<file path="src/rtl/sirq_pkg.sv">
package sirq_pkg;
  localparam int SRC_N = 5;
  localparam int IDX_W = $clog2(SRC_N);

  // source index doubles as priority rank, 0 is most urgent
  localparam int SRC_LINE = 0;
  localparam int SRC_RXD  = 1;
  localparam int SRC_TMO  = 2;
  localparam int SRC_THRE = 3;
  localparam int SRC_MDM  = 4;

  localparam int EN_RXD  = 0;
  localparam int EN_THRE = 1;
  localparam int EN_LINE = 2;
  localparam int EN_MDM  = 3;

  typedef struct packed {
    logic [SRC_N-1:0] setVec;
    logic [SRC_N-1:0] clrVec;
    logic             ierLoad;
  } strobe_t;

  function automatic logic [2:0] srcCode(input logic [IDX_W-1:0] idx);
    case (idx)
      IDX_W'(SRC_LINE): srcCode = 3'b011;
      IDX_W'(SRC_RXD):  srcCode = 3'b010;
      IDX_W'(SRC_TMO):  srcCode = 3'b110;
      IDX_W'(SRC_THRE): srcCode = 3'b001;
      default:          srcCode = 3'b000;
    endcase
  endfunction

  function automatic int srcEnBit(input int idx);
    case (idx)
      SRC_LINE: srcEnBit = EN_LINE;
      SRC_RXD:  srcEnBit = EN_RXD;
      SRC_TMO:  srcEnBit = EN_RXD;
      SRC_THRE: srcEnBit = EN_THRE;
      default:  srcEnBit = EN_MDM;
    endcase
  endfunction
endpackage

</file>
<file path="src/rtl/sirq_ctrl.sv">
module sirq_ctrl
  import sirq_pkg::*;
(
  input  logic             clk,
  input  logic             rstN,
  input  logic             lineErr,
  input  logic             rxRdy,
  input  logic             rxTimeout,
  input  logic             thrEmpty,
  input  logic             modemChg,
  input  logic             fifoEn,
  input  logic             rdIir,
  input  logic             rdLsr,
  input  logic             rdRbr,
  input  logic             rdMsr,
  input  logic             wrThr,
  input  logic             wrIer,
  input  logic             threEnNew,
  input  logic             threEnQ,
  input  logic [IDX_W-1:0] topIdx,
  input  logic             anyActive,
  output strobe_t          strobe
);
  logic thrPrev;
  logic thrRise;
  logic threArm;
  logic threAck;

  // holding register assumed empty out of reset: no spurious edge
  always_ff @(posedge clk) begin
    if (!rstN) thrPrev <= 1'b1;
    else       thrPrev <= thrEmpty;
  end

  assign thrRise = thrEmpty & ~thrPrev;
  assign threArm = wrIer & threEnNew & ~threEnQ & thrEmpty;
  assign threAck = rdIir & anyActive & (topIdx == IDX_W'(SRC_THRE));

  always_comb begin
    strobe = '0;
    strobe.ierLoad = wrIer;

    strobe.setVec[SRC_LINE] = lineErr;
    strobe.clrVec[SRC_LINE] = rdLsr;

    strobe.setVec[SRC_RXD]  = rxRdy;
    strobe.clrVec[SRC_RXD]  = rdRbr;

    strobe.setVec[SRC_TMO]  = rxTimeout & fifoEn;
    strobe.clrVec[SRC_TMO]  = rdRbr | ~fifoEn;

    strobe.setVec[SRC_THRE] = thrRise | threArm;
    strobe.clrVec[SRC_THRE] = wrThr | threAck;

    strobe.setVec[SRC_MDM]  = modemChg;
    strobe.clrVec[SRC_MDM]  = rdMsr;
  end
endmodule

</file>
<file path="src/rtl/sirq_datapath.sv">
module sirq_datapath
  import sirq_pkg::*;
#(
  parameter int DATA_W = 8,
  parameter int EN_W   = 4
) (
  input  logic              clk,
  input  logic              rstN,
  input  strobe_t           strobe,
  input  logic [EN_W-1:0]   wrEn,
  input  logic              fifoEn,
  output logic [EN_W-1:0]   ierQ,
  output logic [IDX_W-1:0]  topIdx,
  output logic              anyActive,
  output logic [DATA_W-1:0] iirByte,
  output logic [DATA_W-1:0] ierByte
);
  localparam int PAD_W = DATA_W - EN_W;

  logic [SRC_N-1:0] pendQ;
  logic [SRC_N-1:0] activeVec;

  always_ff @(posedge clk) begin
    if (!rstN)               ierQ <= '0;
    else if (strobe.ierLoad) ierQ <= wrEn;
  end

  for (genvar s = 0; s < SRC_N; s++) begin : g_src
    localparam int EB = srcEnBit(s);
    // new event outranks a servicing access in the same cycle
    always_ff @(posedge clk) begin
      if (!rstN) pendQ[s] <= 1'b0;
      else       pendQ[s] <= strobe.setVec[s] | (pendQ[s] & ~strobe.clrVec[s]);
    end
    if (s == SRC_TMO) begin : g_fifoGated
      assign activeVec[s] = pendQ[s] & ierQ[EB] & fifoEn;
    end else begin : g_plain
      assign activeVec[s] = pendQ[s] & ierQ[EB];
    end
  end

  always_comb begin
    topIdx = IDX_W'(SRC_MDM);
    for (int i = SRC_N - 1; i >= 0; i--) begin
      if (activeVec[i]) topIdx = IDX_W'(i);
    end
  end

  assign anyActive = |activeVec;

  always_comb begin
    iirByte = '0;
    iirByte[DATA_W-1 -: 2] = {2{fifoEn}};
    iirByte[3:1] = anyActive ? srcCode(topIdx) : 3'b000;
    iirByte[0] = ~anyActive;
  end

  assign ierByte = {{PAD_W{1'b0}}, ierQ};
endmodule

</file>
<file path="src/rtl/serial_irq_ident.sv">
module serial_irq_ident
  import sirq_pkg::*;
#(
  parameter int DATA_W = 8,
  parameter int EN_W   = 4
) (
  input  logic              clk,
  input  logic              rstN,
  input  logic              lineErr,
  input  logic              rxRdy,
  input  logic              rxTimeout,
  input  logic              thrEmpty,
  input  logic              modemChg,
  input  logic              fifoEn,
  input  logic              irqGate,
  input  logic              rdIir,
  input  logic              rdLsr,
  input  logic              rdRbr,
  input  logic              rdMsr,
  input  logic              wrThr,
  input  logic              wrIer,
  input  logic [DATA_W-1:0] wrData,
  output logic [DATA_W-1:0] iirOut,
  output logic [DATA_W-1:0] ierOut,
  output logic              irq
);
  strobe_t          strobe;
  logic [EN_W-1:0]  ierQ;
  logic [IDX_W-1:0] topIdx;
  logic             anyActive;
  logic             unusedHi;

  assign unusedHi = ^wrData[DATA_W-1:EN_W];

  sirq_ctrl u_ctrl (
    .clk       (clk),
    .rstN      (rstN),
    .lineErr   (lineErr),
    .rxRdy     (rxRdy),
    .rxTimeout (rxTimeout),
    .thrEmpty  (thrEmpty),
    .modemChg  (modemChg),
    .fifoEn    (fifoEn),
    .rdIir     (rdIir),
    .rdLsr     (rdLsr),
    .rdRbr     (rdRbr),
    .rdMsr     (rdMsr),
    .wrThr     (wrThr),
    .wrIer     (wrIer),
    .threEnNew (wrData[EN_THRE]),
    .threEnQ   (ierQ[EN_THRE]),
    .topIdx    (topIdx),
    .anyActive (anyActive),
    .strobe    (strobe)
  );

  sirq_datapath #(.DATA_W(DATA_W), .EN_W(EN_W)) u_dp (
    .clk       (clk),
    .rstN      (rstN),
    .strobe    (strobe),
    .wrEn      (wrData[EN_W-1:0]),
    .fifoEn    (fifoEn),
    .ierQ      (ierQ),
    .topIdx    (topIdx),
    .anyActive (anyActive),
    .iirByte   (iirOut),
    .ierByte   (ierOut)
  );

  assign irq = anyActive & irqGate;
endmodule

</file>
<file path="config.mk">
export PLATFORM = sky130hd
export DESIGN_NAME = serial_irq_ident
export DESIGN_NICKNAME = d
export VERILOG_FILES = /design/src/rtl/sirq_pkg.sv /design/src/rtl/sirq_ctrl.sv /design/src/rtl/sirq_datapath.sv /design/src/rtl/serial_irq_ident.sv
export SDC_FILE = /design/constraint.sdc
export NUM_CORES = 1
export LEC_CHECK = 0
export ABC_CLOCK_PERIOD_IN_PS = 1350
export BUFFER_PORTS_ARGS = -buffer_cell sky130_fd_sc_hd__buf_2
export CAP_MARGIN = 10
export CELL_PAD_IN_SITES_DETAIL_PLACEMENT = 1
export CELL_PAD_IN_SITES_GLOBAL_PLACEMENT = 1
export CORE_MARGIN = 2
export CORE_UTILIZATION = 25
export DETAILED_ROUTE_END_ITERATION = 16
export PLACE_DENSITY_LB_ADDON = 0.1
export SLEW_MARGIN = 20
export SYNTH_ARGS = -nofsm -noshare
export SYNTH_HDL_FRONTEND = slang
export SYNTH_SLANG_ARGS = --single-unit
</file>
<file path="constraint.sdc">
create_clock -name clk -period 1.35 [get_ports clk]
set_clock_uncertainty 0.1 [all_clocks]
set_input_delay 0.0675 -clock clk [delete_from_list [all_inputs] [get_ports clk]]
set_output_delay 0.0675 -clock clk [all_outputs]
set_load 0.005 [all_outputs]
</file>
==> impl_metrics.py, run 1 <==
metrics = {
    "outcome": {
        "outcome": "completed",
    },
    "critical_path": {
        "rr_startpoint": "u_dp.pendQ[2]",
        "r2r_cells": 3,
        "cp.arrival_ps": 1130,
        "r2r_slack_ps": 320,
        "crit_required_ps": 1180,
        "critPathBufInv": 1,
        "slowest_stage": "dfxtp_2",
        "cp_max_fo": 4,
        "critPathMaxStageDelay_ps": 340,
        "cp-start-kind": "register",
        "path_class": "reg -> out",
        "crit_chain": "a21oi_4 -> o21ai_4 -> o21a_1 -> buf_2",
        "cp-startpoint": "u_dp.pendQ[2]",
        "worstReg2RegEnd": "u_dp.pendQ[3]",
        "cp-end-kind": "output pin",
        "cpLargestDelayFamily": "compound AO/OA/AOI/OAI gates",
    },
    "detailed_routing": {
        "vias": 491,
        "drtIter0Drc": 4,
        "wire_per_inst_um": 10.37,
        "detail-route-antenna-nets": 0,
        "routed_wl_um": 1276,
        "drc_errors": 0,
        "avgViaCountPerCell": 3.992,
        "drt_pass1_iterations": 4,
    },
    "min_path": {
        "min_path_type": "in -> reg",
        "worstHoldStart": "rstN",
        "holdPathStages": 2,
        "min_delay_worst_endpoint": "u_ctrl.thrPrev",
    },
    "floorplan": {
        "ios": 40,
        "start_util_pct": 26.48,
        "core_um2": 1942,
        "die_area_um2": 2436,
        "fp.dieH_um": 49.36,
        "fp.dieW_um": 49.36,
        "rows": 16,
    },
    "cells_and_area": {
        "fin_area_um2": 784.5,
        "nets": 120,
        "syn_to_final_growth_pct": 52.55,
        "diodes": 0,
        "drive_above_1_share_pct": 39.58,
        "register_area_um2": 202.7,
        "fillCellCount": 253,
        "multiInputGateArea_um2": 259.0,
        "final_cells": 123,
    },
    "yosys": {
        "syn_avg_cell_area_um2": 8.716,
        "synth_edf_count": 0,
        "yosysMostFrequentCell": "dfxtp_1",
        "yosysUniqueCellTypes": 21,
        "netlist.area_leader.share_pct": 38.93,
        "ys.flop_type": "dfxtp_1",
        "async_reset_ff_share_pct": 0,
        "synth_area_leaders": "dfxtp_1, buf_4, nor2b_1",
        "ys_ff_latch": 10,
        "syn-cell-area_um2": 514.2,
        "yosys.area.top_type": "dfxtp_1",
        "ys_warn_count": 0,
        "syn_inst": 59,
        "ys_seq_area_share_pct": 38.93,
        "synth_commonest_cells": "dfxtp_1, buf_4, nand2_1, nor2b_1, mux2i_1",
    },
    "cts": {
        "cts_sinks": 10,
        "htree_levels": 1,
        "cts_tree": "yes",
        "root_buffer": "clkbuf_4",
        "path_clk_slew_ps": 70,
        "clk_path_buf_depth": 2,
        "cts_buffers": 3,
        "clk_latency_ps": 260,
    },
    "placed_design": {
        "place_area_um2": 628.1,
        "dp.cells": 109,
        "dp_hpwl_um": 948.9,
        "io_buffers": 29,
        "gp_congestion": 0.6441,
    },
    "global_routing": {
        "grt_max_degree": 12,
        "grt_pass1_wl_um": 2132,
        "grt-ovfl-total": 0,
        "grt_antenna_before_repair": 0,
        "grtUsageTotal_pct": 11.35,
        "grt_pass1_vias": 457,
    },
    "power": {
        "p_leak_nw": 0.3841,
        "worst_ir_drop_vdd_mv": 0.4121,
        "power_density_nw_per_um2": 928.0,
    },
    "run": {
        "drv_cap": 0,
    },
    "timing": {
        "rsz0062_at_grt": "true",
        "drv_slew": 0,
        "hold_violations": 0,
        "period_needed_ps": 1299,
        "fmax_ghz": 0.7697,
        "finalCritPeriodShare_pct": 96.24,
        "setup_violations": 0,
    },
}
## cell families after synthesis
group | after synthesis | synth area share, %
flip-flops | 10 | 38.93
AND/OR/NAND/NOR | 21 | 20.44
buffers and inverters | 13 | 17.76
other | 1 | 0.7292
multiplexers | 4 | 7.786
AO/OA/AOI/OAI | 10 | 14.36
## worst register-to-register path, stage by stage (launching register included)
cell       delay, ps
dfxtp_2          340
a21oi_4          150
o2111ai_1        110
a32o_1           220
## power breakdown
part	switching (mW)	internal (mW)	total (mW)
logic	0.0546	0.0750	0.130
clock network	0.108	0.163	0.272
registers	0.0134	0.313	0.327
total	0.176	0.552	0.728
## how the worst max path moves through the flow
stage	endpoint	slack, ps	cells past startpoint
after floorplan	u_dp.pendQ[3]	360	3
after global placement	iirOut[1]	260	4
after detailed placement	iirOut[1]	260	4
after CTS	irq	0.1	4
after global routing	iirOut[1]	-20	4
final	irq	50	4
## layout by cell type, fill, tap and decap left out, types with 3 or more instances in the layout
master,n
conb_1,6
buf_2,29
dlygate4sd3_1,10
clkbuf_4,3
nor2b_1,7
dfxtp_1,8
mux2i_1,4
nor2_1,3
nand2_1,6
o21a_1,3
## sequential cells by signal, summed over array words and instances (netlist names)
name and cells:
u_ctrl.thrPrev 1, u_dp.ierQ 4, u_dp.pendQ 5
## through the flow
stage	utilization, %	hold WS, ps	worst slack, ps	TNS [ps]	total power, mW
detailed placement	32.35	181.5	259.1	0	0.4354
floorplan	-	68.97	361.9	0	0.4030
CTS	39.88	3.114	0.1088	0	0.7337
global placement	32.35	173.9	261.2	0	0.4342
global route	40.40	20.98	-23.19	-42.35	0.7756
finish	40.40	1.529	50.72	0	0.7280
## layout make-up
class,count,area share [%]
clock buffers,4,4.625
inverters,2,0.9569
multi-input cells,41,33.01
repair buffers,39,31.26
flip-flops and latches,10,25.84
well taps,27,4.306
## routing by layer
layer	part of all wire (%)	track usage (%)	up-vias
met3	7.5	2.761	2
met2	46	17.57	20
met4	1.1	5.714	0
li1	-	-	254
met1	45	14.50	215
met5	0	0	-
## what timing repair did
item / 4_1_cts / 5_1_grt
gates resized for setup: 1 / 5
endpoints found under the setup margin: 2 / 5
pin swaps: 1 / 2
cloned: 0 / 0
buffers inserted: 0 / 0
hold endpoints to repair: 9 / 0
hold buffers: 11 / 0
Power figures use the tool's default switching activity.
==> run 2, diff against run 1 <==
--- a/config.mk
+++ b/config.mk
@@ -5,7 +5,6 @@
 export SDC_FILE = /design/constraint.sdc
 export NUM_CORES = 1
 export LEC_CHECK = 0
-export ABC_CLOCK_PERIOD_IN_PS = 1350
 export BUFFER_PORTS_ARGS = -buffer_cell sky130_fd_sc_hd__buf_2
 export CAP_MARGIN = 10
 export CELL_PAD_IN_SITES_DETAIL_PLACEMENT = 1
@@ -13,7 +12,7 @@
 export CORE_MARGIN = 2
 export CORE_UTILIZATION = 25
 export DETAILED_ROUTE_END_ITERATION = 16
-export PLACE_DENSITY_LB_ADDON = 0.1
+export PLACE_DENSITY = 0.77
 export SLEW_MARGIN = 20
 export SYNTH_ARGS = -nofsm -noshare
 export SYNTH_HDL_FRONTEND = slang
==> impl_metrics.py, run 2 (same netlist as run 1, synthesis figures left out) <==
metrics = {
    "detailed_routing": {
        "drc_errors": 0,
        "routed_wl_um": 1305,
        "wire_per_inst_um": 10.28,
        "avgViaCountPerCell": 4.118,
        "drt_pass1_iterations": 4,
        "vias": 523,
        "detail-route-antenna-nets": 0,
        "drtIter0Drc": 4,
    },
    "cts": {
        "cts_sinks": 10,
        "clk_latency_ps": 250,
        "htree_levels": 1,
        "cts_tree": "yes",
        "root_buffer": "clkbuf_4",
        "clk_path_buf_depth": 2,
        "path_clk_slew_ps": 60,
        "cts_buffers": 3,
    },
    "placed_design": {
        "place_area_um2": 628.1,
        "dp_hpwl_um": 952.2,
        "io_buffers": 29,
        "dp.cells": 109,
        "gp_congestion": 0.6631,
    },
    "timing": {
        "drv_slew": 0,
        "finalCritPeriodShare_pct": 94.65,
        "rsz0062_at_grt": "true",
        "setup_violations": 0,
        "fmax_ghz": 0.7826,
        "period_needed_ps": 1278,
        "tns_ps": 0,
        "hold_violations": 0,
        "hold_slack_ps": 18.52,
    },
    "critical_path": {
        "cp-start-kind": "register",
        "cp-end-kind": "output pin",
        "crit_required_ps": 1180,
        "cp.arrival_ps": 1110,
        "r2r_slack_ps": 230,
        "cp-startpoint": "u_dp.pendQ[2]",
        "cp_max_fo": 4,
        "r2r_cells": 4,
        "path_class": "reg -> out",
        "rr_startpoint": "u_dp.pendQ[2]",
    },
    "power": {
        "seqPwrFrac_pct": 49.3,
        "p_int_uw": 501.5,
        "power_density_nw_per_um2": 814.7,
        "power_frac_comb_pct": 21.4,
        "switching_share_pct": 24.42,
        "worst_ir_drop_vdd_mv": 0.2868,
        "clock_power_share_pct": 29.4,
        "p_leak_nw": 0.4009,
        "p_switching_uw": 162.1,
    },
    "global_routing": {
        "grt_max_degree": 12,
        "grtUsageMet2_pct": 18.69,
        "grt-busiest-layer": "met2",
        "grt_antenna_before_repair": 0,
        "grt_pass1_vias": 516,
        "grt_pass1_wl_um": 2173,
        "gr-usage-met3_pct": 3.374,
        "grtUsageTotal_pct": 11.65,
        "grt-ovfl-total": 0,
        "use_met1_pct": 14.12,
    },
    "floorplan": {
        "die_area_um2": 2436,
        "core_um2": 1942,
        "fp.dieH_um": 49.36,
        "ios": 40,
        "rows": 16,
        "start_util_pct": 26.48,
        "fp.dieW_um": 49.36,
    },
    "cells_and_area": {
        "final_cells": 127,
        "final_core_util_pct": 41.95,
        "mostFrequentLayoutCells": "buf_2, dlygate4sd3_1, nor2b_1, dfxtp_1",
        "fin_area_um2": 814.5,
        "largest_register_ffs": 5,
        "diodes": 0,
        "reg_top3": "u_dp.pendQ x5, u_dp.ierQ x4, u_ctrl.thrPrev x1",
        "drive_above_1_share_pct": 41.00,
        "largest-register": "u_dp.pendQ",
        "layout_commonest_cell": "buf_2",
        "fillCellCount": 252,
        "nets": 125,
        "syn_to_final_growth_pct": 58.39,
    },
    "run": {
        "drv_cap": 0,
    },
    "outcome": {
        "outcome": "completed",
    },
    "min_path": {
        "min_path_type": "in -> reg",
        "holdPathStages": 3,
        "worstHoldStart": "rdMsr",
    },
}
[run 2: changes by cell type in the layout (fill, tap and decap cells not counted)]
cell / delta
buf_4: +3
dlygate4sd3_1: +2
dfxtp_2: +1
clkbuf_8: -1
dfxtp_1: -1
[run 2: area by class of cell]
| type | count | area [um2] | area share, % |
|---|---|---|---|
| timing repair buffer | 44 | 287.8 | 35.33 |
| multi-input combinational | 41 | 259.0 | 31.80 |
| sequential | 10 | 203.9 | 25.04 |
| tap | 27 | 33.78 | 4.147 |
| clock buffer | 3 | 22.52 | 2.765 |
| inverter | 2 | 7.507 | 0.9217 |
[run 2: worst paths after layout]
kind / end
setup reg to reg: u_dp.pendQ[3]
setup / recovery: irq
hold reg to reg: u_dp.pendQ[3]
hold / removal: u_dp.pendQ[4]
[run 2: what timing repair did]
action                     in CTS  in global routing
gates resized for setup         2                  5
pin swaps                       2                  3
setup endpoints to repair       2                  4
hold endpoints to repair       10                  0
hold buffers                   12                  0
buffers inserted                2                  1
[run 2: per-stage QoR]
step / setup slack (ps) / power [mW]
global placement: 253.1 / 0.4320
floorplan: 361.9 / 0.4030
finish: 72.17 / 0.6636
global route: -8.146 / 0.7197
detailed placement: 233.4 / 0.4351
CTS: 2.438 / 0.6691
[run 2: critical path, cell delays in order, from the launching register on]
cell and delay [ps]:
dfxtp_2 330, a21oi_4 150, o21ai_4 80, o21a_1 170
buf_2 120
[run 2: routing by layer]
layer	wire [um]	vias to the layer above
met5	0	-
met4	0	0
met3	111	0
met2	638	29
met1	555	232
li1	-	262
[run 2: power groups by stage]
| stage | sequential (mW) | combinational, mW | clock (mW) |
|---|---|---|---|
| 2_1_floorplan | 0.329 | 0.0736 | 0 |
| 3_3_place_gp | 0.331 | 0.101 | 0 |
| 3_5_place_dp | 0.331 | 0.104 | 0 |
| 4_1_cts | 0.325 | 0.136 | 0.209 |
| 5_1_grt | 0.329 | 0.160 | 0.230 |
| 6_report | 0.327 | 0.142 | 0.195 |
==> run 3, diff against run 2 <==
--- a/config.mk
+++ b/config.mk
@@ -13,6 +13,7 @@
 export CORE_UTILIZATION = 25
 export DETAILED_ROUTE_END_ITERATION = 16
 export PLACE_DENSITY = 0.77
+export REMOVE_ABC_BUFFERS = 1
 export SLEW_MARGIN = 20
 export SYNTH_ARGS = -nofsm -noshare
 export SYNTH_HDL_FRONTEND = slang
==> constraint.sdc (replaced) <==
create_clock -name clk -period 1.25 [get_ports clk]
set_clock_uncertainty 0.1 [all_clocks]
set_input_delay 0.0625 -clock clk [delete_from_list [all_inputs] [get_ports clk]]
set_output_delay 0.0625 -clock clk [all_outputs]
set_load 0.005 [all_outputs]
==> impl_metrics.py, run 3 (same netlist as run 1, synthesis figures left out) <==
metrics = {
    "floorplan": {
        "die_area_um2": 2436,
        "fp.dieH_um": 49.36,
        "fp.dieW_um": 49.36,
        "ios": 40,
        "core_um2": 1942,
        "rows": 16,
        "start_util_pct": 26.48,
    },
    "cts": {
        "cts_sinks": 10,
        "clk_path_buf_depth": 2,
        "cts_tree": "yes",
        "cts_buffers": 3,
        "path_clk_slew_ps": 60,
        "root_buffer": "clkbuf_4",
        "htree_levels": 1,
        "clk_latency_ps": 260,
    },
    "power": {
        "p_switching_uw": 179.5,
        "worst_ir_drop_vdd_mv": 0.4050,
        "power_density_nw_per_um2": 881.9,
        "p_leak_nw": 0.4057,
        "seqPwrFrac_pct": 48.9,
        "p_int_uw": 544.3,
        "power_frac_comb_pct": 21.7,
        "switching_share_pct": 24.80,
        "clock_power_share_pct": 29.4,
    },
    "cells_and_area": {
        "largest_register_ffs": 5,
        "nets": 126,
        "syn_to_final_growth_pct": 59.61,
        "largest-register": "u_dp.pendQ",
        "layout_commonest_cell": "buf_2",
        "reg_top3": "u_dp.pendQ x5, u_dp.ierQ x4, u_ctrl.thrPrev x1",
        "diodes": 0,
        "mostFrequentLayoutCells": "buf_2, dlygate4sd3_1, nor2b_1",
        "drive_above_1_share_pct": 43.56,
    },
    "min_path": {
        "holdPathStages": 3,
        "min_delay_worst_endpoint": "u_dp.pendQ[0]",
        "worstHoldStart": "rdLsr",
        "min_path_type": "in -> reg",
    },
    "critical_path": {
        "cp-start-kind": "register",
        "rr_startpoint": "u_dp.pendQ[2]",
        "worstReg2RegEnd": "u_dp.pendQ[3]",
        "r2r_slack_ps": 10,
        "cp-end-kind": "output pin",
        "path_class": "reg -> out",
        "cp_max_fo": 4,
        "cp.arrival_ps": 1120,
        "crit_required_ps": 1090,
        "r2r_cells": 5,
    },
    "placed_design": {
        "gp_congestion": 0.6464,
        "io_buffers": 29,
        "dp_hpwl_um": 1004,
        "post-place-ws_ps": 181.1,
    },
    "timing": {
        "rsz0062_at_grt": "true",
        "hold_violations": 0,
        "period_needed_ps": 1281,
        "setup_ws_ps": -31.39,
        "setup_violations": 2,
        "tns_ps": -52.53,
        "drv_slew": 0,
        "fmax_ghz": 0.7804,
        "finalCritPeriodShare_pct": 102.5,
    },
    "detailed_routing": {
        "detail-route-antenna-nets": 0,
        "drt_pass1_iterations": 1,
        "drc_errors": 0,
        "wire_per_inst_um": 10.55,
        "avgViaCountPerCell": 4.234,
        "vias": 542,
        "drtIter0Drc": 0,
        "routed_wl_um": 1351,
    },
    "outcome": {
        "failed_checks": "setup timing",
        "outcome": "finished with violations",
    },
    "global_routing": {
        "grt_pass1_wl_um": 2415,
        "grt_max_degree": 12,
        "grt-ovfl-total": 0,
        "grt_pass1_vias": 562,
        "grtUsageTotal_pct": 12.93,
        "grt_antenna_before_repair": 0,
    },
    "run": {
        "drv_cap": 0,
    },
}
==> run 3: worst max-delay path, stage by stage (launching register included) <==
cell and delay, ps:
dfxtp_2 340, a21oi_4 150, o21ai_4 80, o21a_1 180
buf_2 120
==> run 3: final cells by class <==
type | instances | area, um2
Multi-Input combinational cell | 41 | 259.0
Sequential cell | 10 | 205.2
Clock buffer | 3 | 22.52
Fill cell | 267 | 1121
Timing Repair Buffer | 45 | 292.8
Tap cell | 27 | 33.78
Inverter | 2 | 7.507
==> run 3: power groups by stage <==
stage	clock [mW]	sequential, mW	combinational (mW)
final	0.213	0.354	0.157
after global routing	0.244	0.357	0.177
after CTS	0.224	0.352	0.145
after detailed placement	0	0.358	0.112
after global placement	0	0.357	0.107
after floorplan	0	0.356	0.0486
==> run 3: repair_timing <==
action	4_1_cts	5_1_grt
resized for setup	3	5
cloned	0	0
hold buffers	11	0
endpoints found under the hold margin	10	0
buffers inserted	2	3
pin swaps	3	3
setup endpoints to repair	4	6
==> run 3: through the flow <==
step / hold WS, ps / std cells / cell area [um2] / total power [mW] / utilization [%]
floorplan: 25.00 / 53 / 449.2 / 0.4048 / -
finish: 9.216 / 128 / 820.8 / 0.7239 / 42.27
CTS: 2.224 / 125 / 780.7 / 0.7208 / 40.21
detailed placement: 166.5 / 109 / 628.1 / 0.4708 / 32.35
global placement: 169.4 / 109 / 628.1 / 0.4646 / 32.35
global route: 26.59 / 128 / 820.8 / 0.7780 / 42.27
==> run 3: metal layers <==
layer	track usage, %	vias to the layer above	wire [um]	share of wire, %
li1	-	263	-	-
met1	15.04	248	528	39
met2	22.07	29	693	51
met3	2.454	2	109	8.1
met4	7.143	0	19	1.4
met5	0	-	0	0
==> run 3: worst max-delay path by stage <==
stage / slack (ps) / cells past startpoint / end / startpoint
global placement: 220 / 3 / u_dp.pendQ[3] / u_dp.pendQ[2]
CTS: -40 / 4 / irq / u_dp.pendQ[2]
global route: -100 / 4 / irq / u_dp.pendQ[2]
finish: -30 / 4 / irq / u_dp.pendQ[2]
floorplan: 260 / 3 / u_dp.pendQ[3] / u_dp.pendQ[2]
detailed placement: 180 / 3 / u_dp.pendQ[3] / u_dp.pendQ[2]
